$ cat src/rtl/nvx_pkg.sv
`timescale 1ns/1ps
package nvx_pkg;

    typedef enum logic [2:0] {
        PH_IDLE  = 3'd0,
        PH_GUARD = 3'd1,
        PH_ERASE = 3'd2,
        PH_PROG  = 3'd3,
        PH_CLEAR = 3'd4,
        PH_COPY  = 3'd5,
        PH_HOLD  = 3'd6
    } nvx_phase_e;

    typedef struct packed {
        logic rd;
        logic wr;
    } nvx_host_t;

    function automatic nvx_host_t decode_host(logic sel_n, logic wen_n);
        nvx_host_t h;
        h.rd = !sel_n && wen_n;
        h.wr = !sel_n && !wen_n;
        return h;
    endfunction

    function automatic logic phase_open(nvx_phase_e p);
        return (p == PH_IDLE) || (p == PH_GUARD);
    endfunction

    function automatic logic phase_saving(nvx_phase_e p);
        return (p == PH_ERASE) || (p == PH_PROG);
    endfunction

    function automatic int unsigned max_of(int unsigned a, int unsigned b);
        return (a > b) ? a : b;
    endfunction

endpackage

$ cat src/rtl/nvx_sync2.sv
`timescale 1ns/1ps
module nvx_sync2 #(
    parameter logic RST_VAL = 1'b1
) (
    input  logic clk,
    input  logic rst,
    input  logic d,
    output logic q
);
    logic s1;

    always_ff @(posedge clk) begin
        if (rst) begin
            s1 <= RST_VAL;
            q  <= RST_VAL;
        end else begin
            s1 <= d;
            q  <= s1;
        end
    end
endmodule

$ cat src/rtl/nvx_phase_fsm.sv
`timescale 1ns/1ps
module nvx_phase_fsm
    import nvx_pkg::*;
#(
    parameter int unsigned GUARD_CYC = 8,
    parameter int unsigned ERASE_CYC = 6,
    parameter int unsigned PROG_CYC  = 10,
    parameter int unsigned CLEAR_CYC = 4,
    parameter int unsigned COPY_CYC  = 8
) (
    input  logic       clk,
    input  logic       rst,
    input  logic       hs_sync,
    input  logic       supply_ok,
    input  logic       sw_store,
    input  logic       sw_recall,
    input  logic       auto_on,
    input  logic       auto_off,
    input  logic       dirty,
    output nvx_phase_e phase,
    output logic       drive_low,
    output logic       store_done,
    output logic       recall_done
);
    localparam int unsigned MAXC = max_of(max_of(max_of(GUARD_CYC, ERASE_CYC),
                                                 max_of(PROG_CYC, CLEAR_CYC)), COPY_CYC);
    localparam int unsigned CW = (MAXC < 2) ? 1 : $clog2(MAXC);

    nvx_phase_e   state, nxt;
    logic [CW-1:0] cnt;
    logic          auto_en_q;
    logic          rcl_pend_q;
    logic          dirty_eff;

    function automatic logic [CW-1:0] span(nvx_phase_e p);
        case (p)
            PH_GUARD: span = CW'(GUARD_CYC - 1);
            PH_ERASE: span = CW'(ERASE_CYC - 1);
            PH_PROG:  span = CW'(PROG_CYC - 1);
            PH_CLEAR: span = CW'(CLEAR_CYC - 1);
            PH_COPY:  span = CW'(COPY_CYC - 1);
            default:  span = '0;
        endcase
    endfunction

    // the dirty flag clears one edge after a restore finishes; mask it meanwhile
    assign dirty_eff = dirty && !recall_done;

    always_comb begin
        nxt = state;
        case (state)
            PH_IDLE: begin
                if (!supply_ok) begin
                    if (auto_en_q && dirty_eff) nxt = PH_ERASE;
                end else if (rcl_pend_q) begin
                    nxt = PH_CLEAR;
                end else if (sw_recall) begin
                    nxt = PH_CLEAR;
                end else if (sw_store) begin
                    nxt = PH_ERASE;
                end else if (!hs_sync && dirty_eff) begin
                    nxt = PH_GUARD;
                end
            end
            PH_GUARD: if (cnt == '0) nxt = PH_ERASE;
            PH_ERASE: if (cnt == '0) nxt = PH_PROG;
            PH_PROG:  if (cnt == '0) nxt = PH_HOLD;
            PH_CLEAR: if (cnt == '0) nxt = PH_COPY;
            PH_COPY:  if (cnt == '0) nxt = PH_IDLE;
            PH_HOLD:  if (hs_sync)   nxt = PH_IDLE;
            default:  nxt = PH_IDLE;
        endcase
    end

    always_ff @(posedge clk) begin
        if (rst) begin
            state       <= PH_IDLE;
            cnt         <= '0;
            store_done  <= 1'b0;
            recall_done <= 1'b0;
        end else begin
            state       <= nxt;
            store_done  <= (state == PH_PROG) && (cnt == '0);
            recall_done <= (state == PH_COPY) && (cnt == '0);
            if (nxt != state)   cnt <= span(nxt);
            else if (cnt != '0) cnt <= cnt - 1'b1;
        end
    end

    always_ff @(posedge clk) begin
        if (rst)           auto_en_q <= 1'b1;
        else if (auto_on)  auto_en_q <= 1'b1;
        else if (auto_off) auto_en_q <= 1'b0;
    end

    always_ff @(posedge clk) begin
        if (rst)                                       rcl_pend_q <= 1'b1;
        else if (!supply_ok)                           rcl_pend_q <= 1'b1;
        else if (state == PH_IDLE && nxt == PH_CLEAR)  rcl_pend_q <= 1'b0;
    end

    assign phase     = state;
    assign drive_low = phase_saving(state);
endmodule

$ cat src/rtl/nvx_access_gate.sv
`timescale 1ns/1ps
module nvx_access_gate
    import nvx_pkg::*;
(
    input  logic       clk,
    input  logic       rst,
    input  logic       sel_n,
    input  logic       wen_n,
    input  nvx_phase_e phase,
    input  logic       hs_sync,
    input  logic       supply_ok,
    input  logic       xfer_done,
    output logic       rd_en,
    output logic       wr_en,
    output logic       dirty
);
    nvx_host_t host;
    logic      open_now;
    logic      suppress_q;
    logic      granted_q;
    logic      pin_ok;

    assign host     = decode_host(sel_n, wen_n);
    assign open_now = phase_open(phase);

    // a write granted before the pin fell may carry on while it is held
    assign pin_ok = hs_sync || (granted_q && host.wr);

    assign rd_en = open_now && host.rd;
    assign wr_en = open_now && host.wr && supply_ok && pin_ok
                   && !suppress_q && !xfer_done;

    always_ff @(posedge clk) begin
        if (rst) begin
            suppress_q <= 1'b0;
            granted_q  <= 1'b0;
            dirty      <= 1'b0;
        end else begin
            granted_q <= wr_en;
            if (xfer_done && host.wr) suppress_q <= 1'b1;
            else if (!host.wr)        suppress_q <= 1'b0;
            if (xfer_done)  dirty <= 1'b0;
            else if (wr_en) dirty <= 1'b1;
        end
    end
endmodule

$ cat src/rtl/nvx_seq_ctrl.sv
`timescale 1ns/1ps
module nvx_seq_ctrl
    import nvx_pkg::*;
#(
    parameter int unsigned GUARD_CYC = 8,
    parameter int unsigned ERASE_CYC = 6,
    parameter int unsigned PROG_CYC  = 10,
    parameter int unsigned CLEAR_CYC = 4,
    parameter int unsigned COPY_CYC  = 8
) (
    input  logic       clk,
    input  logic       rst,
    input  logic       sel_n,
    input  logic       wen_n,
    input  logic       hs_pin_i,
    output logic       hs_drive_low_o,
    input  logic       supply_ok,
    input  logic       sw_store,
    input  logic       sw_recall,
    input  logic       auto_on,
    input  logic       auto_off,
    output logic       arr_rd_en,
    output logic       arr_wr_en,
    output logic [2:0] phase_o,
    output logic       store_done_o,
    output logic       recall_done_o
);
    logic       hs_sync;
    logic       dirty;
    nvx_phase_e phase;

    nvx_sync2 #(.RST_VAL(1'b1)) u_sync (
        .clk (clk),
        .rst (rst),
        .d   (hs_pin_i),
        .q   (hs_sync)
    );

    nvx_phase_fsm #(
        .GUARD_CYC (GUARD_CYC),
        .ERASE_CYC (ERASE_CYC),
        .PROG_CYC  (PROG_CYC),
        .CLEAR_CYC (CLEAR_CYC),
        .COPY_CYC  (COPY_CYC)
    ) u_fsm (
        .clk         (clk),
        .rst         (rst),
        .hs_sync     (hs_sync),
        .supply_ok   (supply_ok),
        .sw_store    (sw_store),
        .sw_recall   (sw_recall),
        .auto_on     (auto_on),
        .auto_off    (auto_off),
        .dirty       (dirty),
        .phase       (phase),
        .drive_low   (hs_drive_low_o),
        .store_done  (store_done_o),
        .recall_done (recall_done_o)
    );

    nvx_access_gate u_gate (
        .clk       (clk),
        .rst       (rst),
        .sel_n     (sel_n),
        .wen_n     (wen_n),
        .phase     (phase),
        .hs_sync   (hs_sync),
        .supply_ok (supply_ok),
        .xfer_done (store_done_o || recall_done_o),
        .rd_en     (arr_rd_en),
        .wr_en     (arr_wr_en),
        .dirty     (dirty)
    );

    assign phase_o = phase;
endmodule

$ cat config.mk
export PLATFORM = sky130hd
export DESIGN_NAME = nvx_seq_ctrl
export DESIGN_NICKNAME = d
export VERILOG_FILES = /design/src/rtl/nvx_pkg.sv /design/src/rtl/nvx_sync2.sv /design/src/rtl/nvx_phase_fsm.sv /design/src/rtl/nvx_access_gate.sv /design/src/rtl/nvx_seq_ctrl.sv
export SDC_FILE = /design/constraint.sdc
export NUM_CORES = 1
export LEC_CHECK = 0
export ABC_AREA = 1
export BUFFER_PORTS_ARGS = -buffer_cell sky130_fd_sc_hd__buf_2
export CAP_MARGIN = 30
export CORE_MARGIN = 1
export CORE_UTILIZATION = 54
export DETAILED_ROUTE_END_ITERATION = 8
export HOLD_SLACK_MARGIN = 0.12
export PLACE_DENSITY_LB_ADDON = 0.1
export SYNTH_ARGS = -nofsm -noshare
export SYNTH_HDL_FRONTEND = slang
export SYNTH_HIERARCHICAL = 1
export SYNTH_SLANG_ARGS = --single-unit
$ cat constraint.sdc
create_clock -name clk -period 1.95 [get_ports clk]
set_input_delay 0.195 -clock clk [delete_from_list [all_inputs] [get_ports clk]]
set_output_delay 0.195 -clock clk [all_outputs]
set_load 0.03 [all_outputs]
# Yosys cells after proc, flatten, opt, wreduce, memory -nomap -nowiden
# Cells that the tools add are included.
# op_classes
n_div	0
n_lt_le_gt_ge	0
muxes	18
bitwise_logic	1
n_mul	0
shift	0
eq_ne	13
n_reduce_logical	34
add_sub_neg	1
# op_table
operator	n
$mux 3	12
$pmux 3 s7	1
$logic_and 1x1->1	16
$pmux 4 s4	1
$eq 3x3->1 const B	5
$eq 3x2->1 const B	4
$mux 4	2
$reduce_or 2->1	4
$eq 3x1->1 const B	2
$logic_not 1->1	6
$logic_not 4->1	1
$logic_or 1x1->1	4
$reduce_bool 4->1	1
$sub 4x1->4 const B	1
$logic_not 3->1	1
$ne 3x3->1	1
$mux 1	2
$ne 2x2->1 const B	1
$reduce_bool 2->1	1
$not 1->1	1
# word_totals
out_inout_bits	8
mem_bits_ro	0
inputBits	10
regBits	16
n_memories	0
ram_bits	0
wordCells	78
latch_bits	0

# Longest topological paths before layout
# Gate-level depths: netlist (run 1).
# logic_depth
depth_word	13
mapped_depth	14
depth_no_buf	14

# Cells and area by module
# Netlist (run 1), hierarchy kept.
# by_module_without_submodules
mod	area_each_um2	n_inst	cells_per_inst	seq_area_each_um2
nvx_phase_fsm	800.8	1	123	220.2
nvx_access_gate	162.7	1	23	60.1
nvx_sync2	58.8	1	7	40.0
nvx_seq_ctrl	11.3	1	3	0.0

# Worst setup path before layout (run 1)
# Ideal clock, no wire load.
# synth_path
kind	register to register
start	register u_fsm.state[1], in the netlist u_fsm/phase[1]
end	register u_fsm.cnt[1]
n_path_buf	1
period_less_slack_ns	1.656
required_ns	1.826
path_stages_with_launch	13
setup_time_ns	0.124
path_slack_ns	0.294
arrival_time_ns	1.531
path_cell_list	dfxtp_1 buf_6 inv_2 o21ai_1 nand2_1 nand2_2 nand2_1 inv_1 a21oi_2 nand2_1 nand2_1 nor2_1 nor2_1
# synth_between
elab_chain_cells	10
elab_cells_between_ends	30
classes_between	eq/ne (12); mux (15); reduce/logical (3)
# synth_rtl
item	line_no	text
start, declared	nvx_phase_fsm.sv:29	nvx_phase_e state, nxt;
start signal, assigned	nvx_phase_fsm.sv:82	state <= nxt;
$mux 3	nvx_phase_fsm.sv:61	end else if (!hs_sync && dirty_eff) begin
$mux 3	nvx_phase_fsm.sv:59	end else if (sw_store) begin
$mux 3	nvx_phase_fsm.sv:57	end else if (sw_recall) begin
$mux 3	nvx_phase_fsm.sv:55	end else if (rcl_pend_q) begin
$mux 3	nvx_phase_fsm.sv:53	if (!supply_ok) begin
$pmux 3 s7	nvx_phase_fsm.sv:51	case (state)
$eq 3x1->1 / $eq 3x3->1 (equally long branches)	nvx_phase_fsm.sv:36	case (p)
$reduce_or 2->1 (no line)	--	
$pmux 4 s4	nvx_phase_fsm.sv:36	
$mux 4	nvx_phase_fsm.sv:85	if (nxt != state) cnt <= span(nxt);
end signal, assigned	nvx_phase_fsm.sv:85	
end signal, assigned	nvx_phase_fsm.sv:86	else if (cnt != '0) cnt <= cnt - 1'b1;
end, declared	nvx_phase_fsm.sv:30	logic [CW-1:0] cnt;
# Parallel ways exist; a longest one is shown, timed or not.
# A chain may end at the register's enable or synchronous reset.

# Worst setup path after layout (run 1)
# layout_path
start	register u_fsm.cnt[0]
end	register u_fsm.cnt[0]
# layout_between
elab_chain_cells	7
elab_cells_between_ends	20
classes_between	add/sub (1); eq/ne (6); mux (9); reduce/logical (4)
# layout_rtl
item	line_no
$logic_not 4->1	--
$mux 3 (on tied branches)	--
$pmux 3 s7	nvx_phase_fsm.sv:51
$eq 3x1->1 / $eq 3x3->1 (equally long branches)	nvx_phase_fsm.sv:36
$reduce_or 2->1 (no line)	--
$pmux 4 s4	nvx_phase_fsm.sv:36
$mux 4	nvx_phase_fsm.sv:85
# Parallel ways exist; a longest one is shown, timed or not. The select of a mux whose other input is x is not followed.

==> impl_metrics.tcl, run 1 <==
set metrics [dict create \
    grt_max_degree 13 \
    tns_ns 0 \
    grt_pass1_vias 848 \
    synth.ff_latch_count 16 \
    crit_family "simple AND/OR/NAND/NOR gates" \
    max_slew_margin 0.6959 \
    status "completed" \
    final_cell_area_mm2 0.001231 \
    ir_drop_uv 968.8 \
    synth_common_cells "nand2_1, nor2_1, inv_1" \
    synth.net_count 167 \
    grt_first_pass_wirelength_mm 3.519 \
    finalHoldViolCount 0 \
    htreeDepth 1 \
    slowest_delay_ns 0.32 \
    period_share 0.9244 \
    power_w 0.001786 \
    synth.distinct_cells 29 \
    antennaDiodeCount 0 \
    clk_path_buf_depth 2 \
    synth.top_cells.by_area "dfxtp_1, nand2_1, nor2_1, inv_1, nand3_1" \
    ys_seq_area_frac 0.3099 \
    clk_latency_ns 0.28 \
    grt_antenna_before_repair 0 \
    cp.required_ns 2.17 \
    port_buffers 17 \
    synthArstFlopShare 0 \
    rsz0062_at_grt "no" \
    grt_overflow 0 \
    crit_buf_inv 2 \
    hp-class "input port to register" \
    drc 0 \
    cp_slowest_cell "dfxtp_1" \
    leakage_nw 0.6393 \
    nNetsFinal 195 \
    die_w_um 45.75 \
    fmax_mhz 554.8 \
    start_kind "register" \
    synth.most_common_cell "nand2_1" \
    slew_violations 0 \
    numCtsBuffers 3 \
    dieHeight_um 45.75 \
    drv_cap 0 \
    critPathMaxFanout 5 \
    fp.dieArea_mm2 0.002093 \
    drive_gt1_frac 0.2857 \
    num_rows 15 \
    synth-edff-count 0 \
    grt_use_total 0.2377 \
    worstPathCellList "inv_1 -> ha_2 -> nand2_1 -> nor2_4 -> nand4_1 -> nand2_2 -> inv_1 -> a21oi_2 -> o21ai_0 -> a21oi_1" \
    rrSetupSlack_ns 0.15 \
    setup_violations 0 \
    tritoncts "yes" \
    path_common_cell "inv_1" \
    synthCells 156 \
    hpwlAfterDp_mm 1.651 \
    synth_top_area_share 0.3099 \
    min_period_ns 1.803 \
    placed_area_mm2 0.001139 \
    vias_per_cell 4.932 \
    synth_area_mm2 0.001033 \
    worstSetupEndpointType "register" \
    power_density_mw_per_mm2 1450 \
    hold_slack_ns 0.1875 \
    core_area_mm2 0.001764 \
    avgSynthCellArea_um2 6.625 \
    yosys_warnings 6 \
    yosys.area.top_type "dfxtp_1" \
    worstPathArrival_ns 2.02 \
    finClkSkew_ns 0.001111 \
    routedWlPerCell_um 10.98 \
    area_growth_pct 19.13 \
    drtIter0Drc 38 \
    antenna_left 0 \
    cts-root-buf "clkbuf_4" \
    gp_congestion 0.8201 \
    num_io_pins 18 \
    vias 1021 \
    clk_pin_slew_worst_paths_ns 0.09 \
    worst_slew_pin_slew_ns 0.4555 \
    start_util 0.5858 \
    fillers 144 \
    wl_mm 2.272 \
    synth-main-ff-cell "dfxtp_1" \
    first_pass_iters 4 \
    clock-sinks 16 \
    path_class "register to register" \
]
layer usage:
metal	track usage	up-vias	routed length, um
met4	0.1059	0	22
li1	-	534	-
met5	0	-	0
met1	0.3317	455	1100
met2	0.3600	30	1028
met3	0.03571	2	121
final timing paths:
check / start / to / cells after the start
worst max-delay path: u_fsm/cnt[0] / u_fsm/cnt[0] / 10
worst min-delay path: supply_ok / u_fsm/rcl_pend_q / 2
worst max register to register: u_fsm/cnt[0] / u_fsm/cnt[0] / 10
worst min register to register: u_sync/s1 / u_sync/q / 2
cells by family after synthesis:
| kind of cell | count (synthesis) | share of synthesized area |
|---|---|---|
| compound gates | 12 | 0.07507 |
| xor+xnor | 1 | 0.008476 |
| fa+ha+maj | 1 | 0.01210 |
| flops | 16 | 0.3099 |
| buf+inv | 31 | 0.1332 |
| simple gates | 95 | 0.4613 |
power by group:
part	switching, W	internal, W
logic	0.000718	0.000424
registers	0.0000843	0.000386
clock network	0.000101	0.0000716
through the flow:
step                  util  worst slack (ns)  std cells
floorplan                -            0.2943        156
global placement    0.6454            0.1505        197
detailed placement  0.6454            0.1520        197
CTS                 0.6865            0.1227        205
global route        0.6979          0.002064        207
finish              0.6979            0.1474        207
flip-flops by register name, summed over array words and instances (netlist names):
name / cells
u_fsm/cnt: 4
u_fsm/phase: 3
u_fsm/auto_en_q: 1
u_fsm/rcl_pend_q: 1
u_fsm/recall_done: 1
u_fsm/store_done: 1
u_gate/dirty: 1
u_gate/granted_q: 1
u_gate/suppress_q: 1
u_sync/q: 1
u_sync/s1: 1
area by class of cell:
type	count	area, um2	share of cell area
clock buffer	3	22.52	0.01829
inverter	27	103.9	0.08435
multi-input combinational	109	580.6	0.4715
sequential	16	320.3	0.2602
tap	25	31.28	0.02541
timing repair buffer	27	172.7	0.1402
layout by cell type (no fill, tap or decap), types with 2 or more instances in the layout:
master	count
nand2_1	34
o21ai_0	4
nor2_4	3
clkbuf_4	3
nor2_2	5
clkinv_1	2
buf_2	17
nand2_2	3
nand3_1	9
a21oi_1	3
nand3_2	2
o21ai_1	2
dlygate4sd3_1	5
nor2_1	27
inv_1	18
dfxtp_1	16
buf_4	5
inv_2	6
or2_2	2
nand4_1	6
repair_timing:
action,in CTS,in global routing
endpoints found under the hold margin,3,0
hold buffers,5,0
endpoints found under the setup margin,0,2
gates resized for setup,0,2
setup buffers,0,2
(Power assumes the default switching activity.)
==> run 2, diff against run 1 <==
==> constraint.sdc (replaced) <==
create_clock -name clk -period 1.95 [get_ports clk]
set_input_delay 0.195 -clock clk [delete_from_list [all_inputs] [get_ports clk]]
set_output_delay 0.195 -clock clk [all_outputs]
set_load 0.1 [all_outputs]
==> impl_metrics.tcl, run 2 (synthesis results as in run 1) <==
set metrics [dict create \
    clk_path_buf_depth 2 \
    routedWlPerCell_um 10.82 \
    clk_latency_ns 0.28 \
    hp-class "input port to register" \
    pwr-share-comb 0.648 \
    final_cell_area_mm2 0.001214 \
    placed_area_mm2 0.001136 \
    vias_per_cell 5.030 \
    finClkSkew_ns 0.003942 \
    grt_first_pass_wirelength_mm 3.705 \
    slew_violations 0 \
    swShare 0.5560 \
    hpwlAfterDp_mm 1.631 \
    path_class "input port to primary output" \
    clock-sinks 16 \
    port_buffers 17 \
    internal-power_w 0.0008421 \
    antennaDiodeCount 0 \
    grt_overflow 0 \
    layout_common_cells "nand2_1, nor2_1, inv_1" \
    top_register "u_fsm/cnt" \
    worst_slew_pin_slew_ns 0.4887 \
    grt_max_degree 13 \
    cp.required_ns 1.75 \
    grt_pass1_vias 914 \
    drc 0 \
    worstSetupEndpointType "primary output" \
    power_density_mw_per_mm2 1563 \
    p_switching_w 0.001055 \
    die_w_um 45.75 \
    status "completed" \
    cts-root-buf "clkbuf_4" \
    area_growth_pct 17.43 \
    start_util 0.5858 \
    wl_mm 2.185 \
    largest_reg_flops 4 \
    clkPwrFrac 0.090 \
    period_share 0.9430 \
    tns_ns 0 \
    clk_pin_slew_worst_paths_ns 0.08 \
    dieHeight_um 45.75 \
    finalHoldViolCount 0 \
    min_period_ns 1.839 \
    first_pass_iters 4 \
    grt_antenna_before_repair 0 \
    htreeDepth 1 \
    worstPathArrival_ns 1.64 \
    tritoncts "yes" \
    ir_drop_uv 1231 \
    fmax_mhz 543.8 \
    gp_congestion 0.8712 \
    fp.dieArea_mm2 0.002093 \
    pwr-share-seq 0.262 \
    hold_slack_ns 0.1916 \
    rsz0062_at_grt "no" \
    vias 1016 \
    setup_violations 0 \
    grt_use_total 0.2406 \
    drive_gt1_frac 0.3051 \
    critPathMaxFanout 3 \
    start_kind "input port" \
    core_area_mm2 0.001764 \
    max_slew_margin 0.6765 \
    antenna_left 0 \
    leakage_nw 0.6083 \
    mostFrequentLayoutCell "nand2_1" \
    numCtsBuffers 3 \
    nNetsFinal 190 \
    num_rows 15 \
    drv_cap 0 \
    num_io_pins 18 \
    drtIter0Drc 45 \
]
-- run 2: cell count changes in the layout (fill, tap and decap cells not counted) --
cell | previous run | this run
inv_1 | 18 | 17
ha_2 | 1 | 0
buf_4 | 5 | 0
clkbuf_4 | 3 | 4
clkinvlp_4 | 0 | 1
dfxtp_2 | 0 | 5
buf_2 | 17 | 16
dfxtp_1 | 16 | 11
ha_1 | 0 | 1
nor2_4 | 3 | 4
nor2_2 | 5 | 6
nor2_1 | 27 | 25
-- run 2: final timing paths --
kind	startpoint	to	slack, ns	cells past startpoint
worst max-delay path	wen_n	arr_wr_en	0.11	8
worst min-delay path	supply_ok	u_fsm/rcl_pend_q	0.19	2
worst max register to register	u_fsm/cnt[0]	u_fsm/cnt[2]	0.19	12
worst min register to register	u_sync/s1	u_sync/q	0.41	2
-- run 2: critical path, cell delays in order --
cell	delay (ns)
dlygate4sd3_1	0.53
buf_2	0.14
nor2_1	0.10
nand2_1	0.09
nor2_2	0.09
nand3_2	0.11
clkinvlp_4	0.08
clkbuf_4	0.31
-- run 2: timing repair --
action / in CTS / in global routing
hold buffers: 5 / 0
endpoints found under the hold margin: 3 / 0
buffers inserted: 0 / 0
resized for setup: 0 / 2
endpoints found under the setup margin: 0 / 2
-- run 2: layout make-up --
cell class,instances,area (um2)
Inverter,27,107.6
Clock buffer,3,22.52
Multi-Input combinational cell,109,588.1
Sequential cell,16,326.6
Tap cell,25,31.28
Fill cell,174,550.5
Timing Repair Buffer,22,137.6
-- run 2: metal layers --
metal | track usage | wire length (um) | up-vias
li1 | - | - | 528
met1 | 0.3084 | 1037 | 455
met2 | 0.4229 | 1025 | 31
met3 | 0.02381 | 102 | 2
met4 | 0.07059 | 20 | 0
met5 | 0 | 0 | -
-- run 2: metrics by stage --
step	power (W)	setup slack, ns	std cells	utilization
2_1_floorplan	0.001546	0.1280	156	-
4_1_cts	0.001885	0.01051	202	0.6851
5_1_grt	0.002039	0.001149	202	0.6879
6_report	0.001897	0.1111	202	0.6879
3_5_place_dp	0.001699	0.2282	194	0.6440
3_3_place_gp	0.001689	0.2532	194	0.6440
-- run 2: power groups by stage --
stage	Sequential (W)	Combinational [W]	Clock (W)
5_1_grt	0.000510	0.00134	0.000190
3_3_place_gp	0.000505	0.00118	0
3_5_place_dp	0.000505	0.00119	0
2_1_floorplan	0.000587	0.000959	0
6_report	0.000497	0.00123	0.000171
4_1_cts	0.000497	0.00121	0.000179
==> run 3, diff against run 2 <==
--- a/config.mk
+++ b/config.mk
@@ -6,11 +6,11 @@
 export NUM_CORES = 1
 export LEC_CHECK = 0
 export ABC_AREA = 1
-export BUFFER_PORTS_ARGS = -buffer_cell sky130_fd_sc_hd__buf_2
 export CAP_MARGIN = 30
 export CORE_MARGIN = 1
-export CORE_UTILIZATION = 54
+export CORE_UTILIZATION = 60
 export DETAILED_ROUTE_END_ITERATION = 8
+export DONT_BUFFER_PORTS = 1
 export HOLD_SLACK_MARGIN = 0.12
 export PLACE_DENSITY_LB_ADDON = 0.1
 export SYNTH_ARGS = -nofsm -noshare
==> impl_metrics.tcl, run 3 (synthesis results as in run 1) <==
set metrics [dict create \
    hold_slack_ns 0.1521 \
    htreeDepth 1 \
    finClkSkew_ns 0.006121 \
    grt_max_degree 13 \
    rsz0062_at_grt "no" \
    finalHoldViolCount 0 \
    clk_path_buf_depth 2 \
    routedWlPerCell_um 12.77 \
    tritoncts "yes" \
    pwr-share-seq 0.251 \
    hp-class "input port to register" \
    tns_ns 0 \
    worstPathArrival_ns 1.99 \
    dieHeight_um 43.50 \
    largest_reg_flops 4 \
    worst_slew_pin_slew_ns 0.4999 \
    drive_gt1_frac 0.2616 \
    setup_violations 0 \
    ir_drop_uv 1380 \
    period_share 0.9067 \
    start_kind "register" \
    swShare 0.5434 \
    path_class "register to register" \
    port_buffers 0 \
    cts_hold_buffers 8 \
    stdcell_count 188 \
    wl_mm 2.400 \
    num_rows 14 \
    fmax_mhz 565.6 \
    clk_latency_ns 0.29 \
    mostFrequentLayoutCell "nand2_1" \
    slew_violations 0 \
    power_w 0.001989 \
    worstSetupEndpointType "register" \
    drc 2 \
    grt_pass1_vias 911 \
    top_register "u_fsm/cnt" \
    die_w_um 43.50 \
    start_util 0.6629 \
    vias_per_cell 5.394 \
    layout_common_cells "nand2_1, nor2_1, inv_1" \
    grt_first_pass_wirelength_mm 4.022 \
    first_pass_iters 6 \
    min_period_ns 1.768 \
    cts-root-buf "clkbuf_4" \
    grt_use_total 0.2866 \
    hpwlAfterDp_mm 1.684 \
    dp.cells 176 \
    status "complete, but fails checks" \
    clkPwrFrac 0.111 \
    leakage_nw 0.5987 \
    clock-sinks 16 \
    vias 1014 \
    antennaDiodeCount 0 \
    grt_overflow 0 \
    grt_antenna_before_repair 0 \
    critPathMaxFanout 6 \
    max_slew_margin 0.6657 \
    numCtsBuffers 3 \
    drv_cap 0 \
    core_area_mm2 0.001559 \
    p_switching_w 0.001081 \
    area_growth_pct 18.89 \
    num_io_pins 18 \
    clk_pin_slew_worst_paths_ns 0.09 \
    post_cts_buffers 0 \
    internal-power_w 0.0009083 \
    power_density_mw_per_mm2 1619 \
    drtIter0Drc 35 \
    failed_checks "DRC" \
    antenna_left 0 \
    gp_congestion 0.8877 \
    nNetsFinal 184 \
    pwr-share-comb 0.638 \
    cts.repair.resized 0 \
    cp.required_ns 2.17 \
    fp.dieArea_mm2 0.001892 \
]
[run 3: layout make-up]
type / instances / area (um2)
flip-flops and latches: 16 / 326.6
fillers: 121 / 330.3
multi-input cells: 109 / 585.6
inverters: 27 / 107.6
well taps: 16 / 20.02
repair buffers: 16 / 152.6
clock buffers: 4 / 36.28
[run 3: final timing paths]
| kind | from | end | slack, ns | cells after the start |
|---|---|---|---|---|
| max | u_fsm/cnt[0] | u_fsm/cnt[0] | 0.18 | 10 |
| min | supply_ok | u_fsm/rcl_pend_q | 0.15 | 3 |
| max reg2reg | u_fsm/cnt[0] | u_fsm/cnt[0] | 0.18 | 10 |
| min reg2reg | u_sync/s1 | u_sync/q | 0.45 | 2 |
[run 3: power by group through the flow]
stage	Sequential, W	Combinational [W]	Clock [W]
floorplan	0.000587	0.000959	0
global placement	0.000505	0.00120	0
detailed placement	0.000506	0.00123	0
CTS	0.000498	0.00125	0.000231
global route	0.000508	0.00138	0.000245
finish	0.000500	0.00127	0.000221
[run 3: per-stage QoR]
step	area, um2	utilization	worst slack [ns]
after floorplan	1054	-	0.1280
after global placement	1112	0.7135	0.2657
after detailed placement	1112	0.7135	0.2463
after CTS	1229	0.7881	0.2079
after global routing	1229	0.7881	0.008099
final	1229	0.7881	0.1820
[run 3: layer usage]
metal  vias up  track usage  wire (um)
met5         -            0          0
met4         0      0.06875         10
met3         2      0.06250        137
met2        34       0.4636       1141
met1       463       0.3897       1110
li1        515            -          -
[run 3: worst max-delay path, stage by stage, from the launching register on]
cell and delay, ns:
dfxtp_1 0.32, inv_1 0.08, ha_1 0.20, nand2_1 0.12
nor2_4 0.18, nand4_1 0.17, nand2_1 0.16, inv_1 0.08
a21oi_2 0.14, o21ai_0 0.10, a21oi_1 0.14
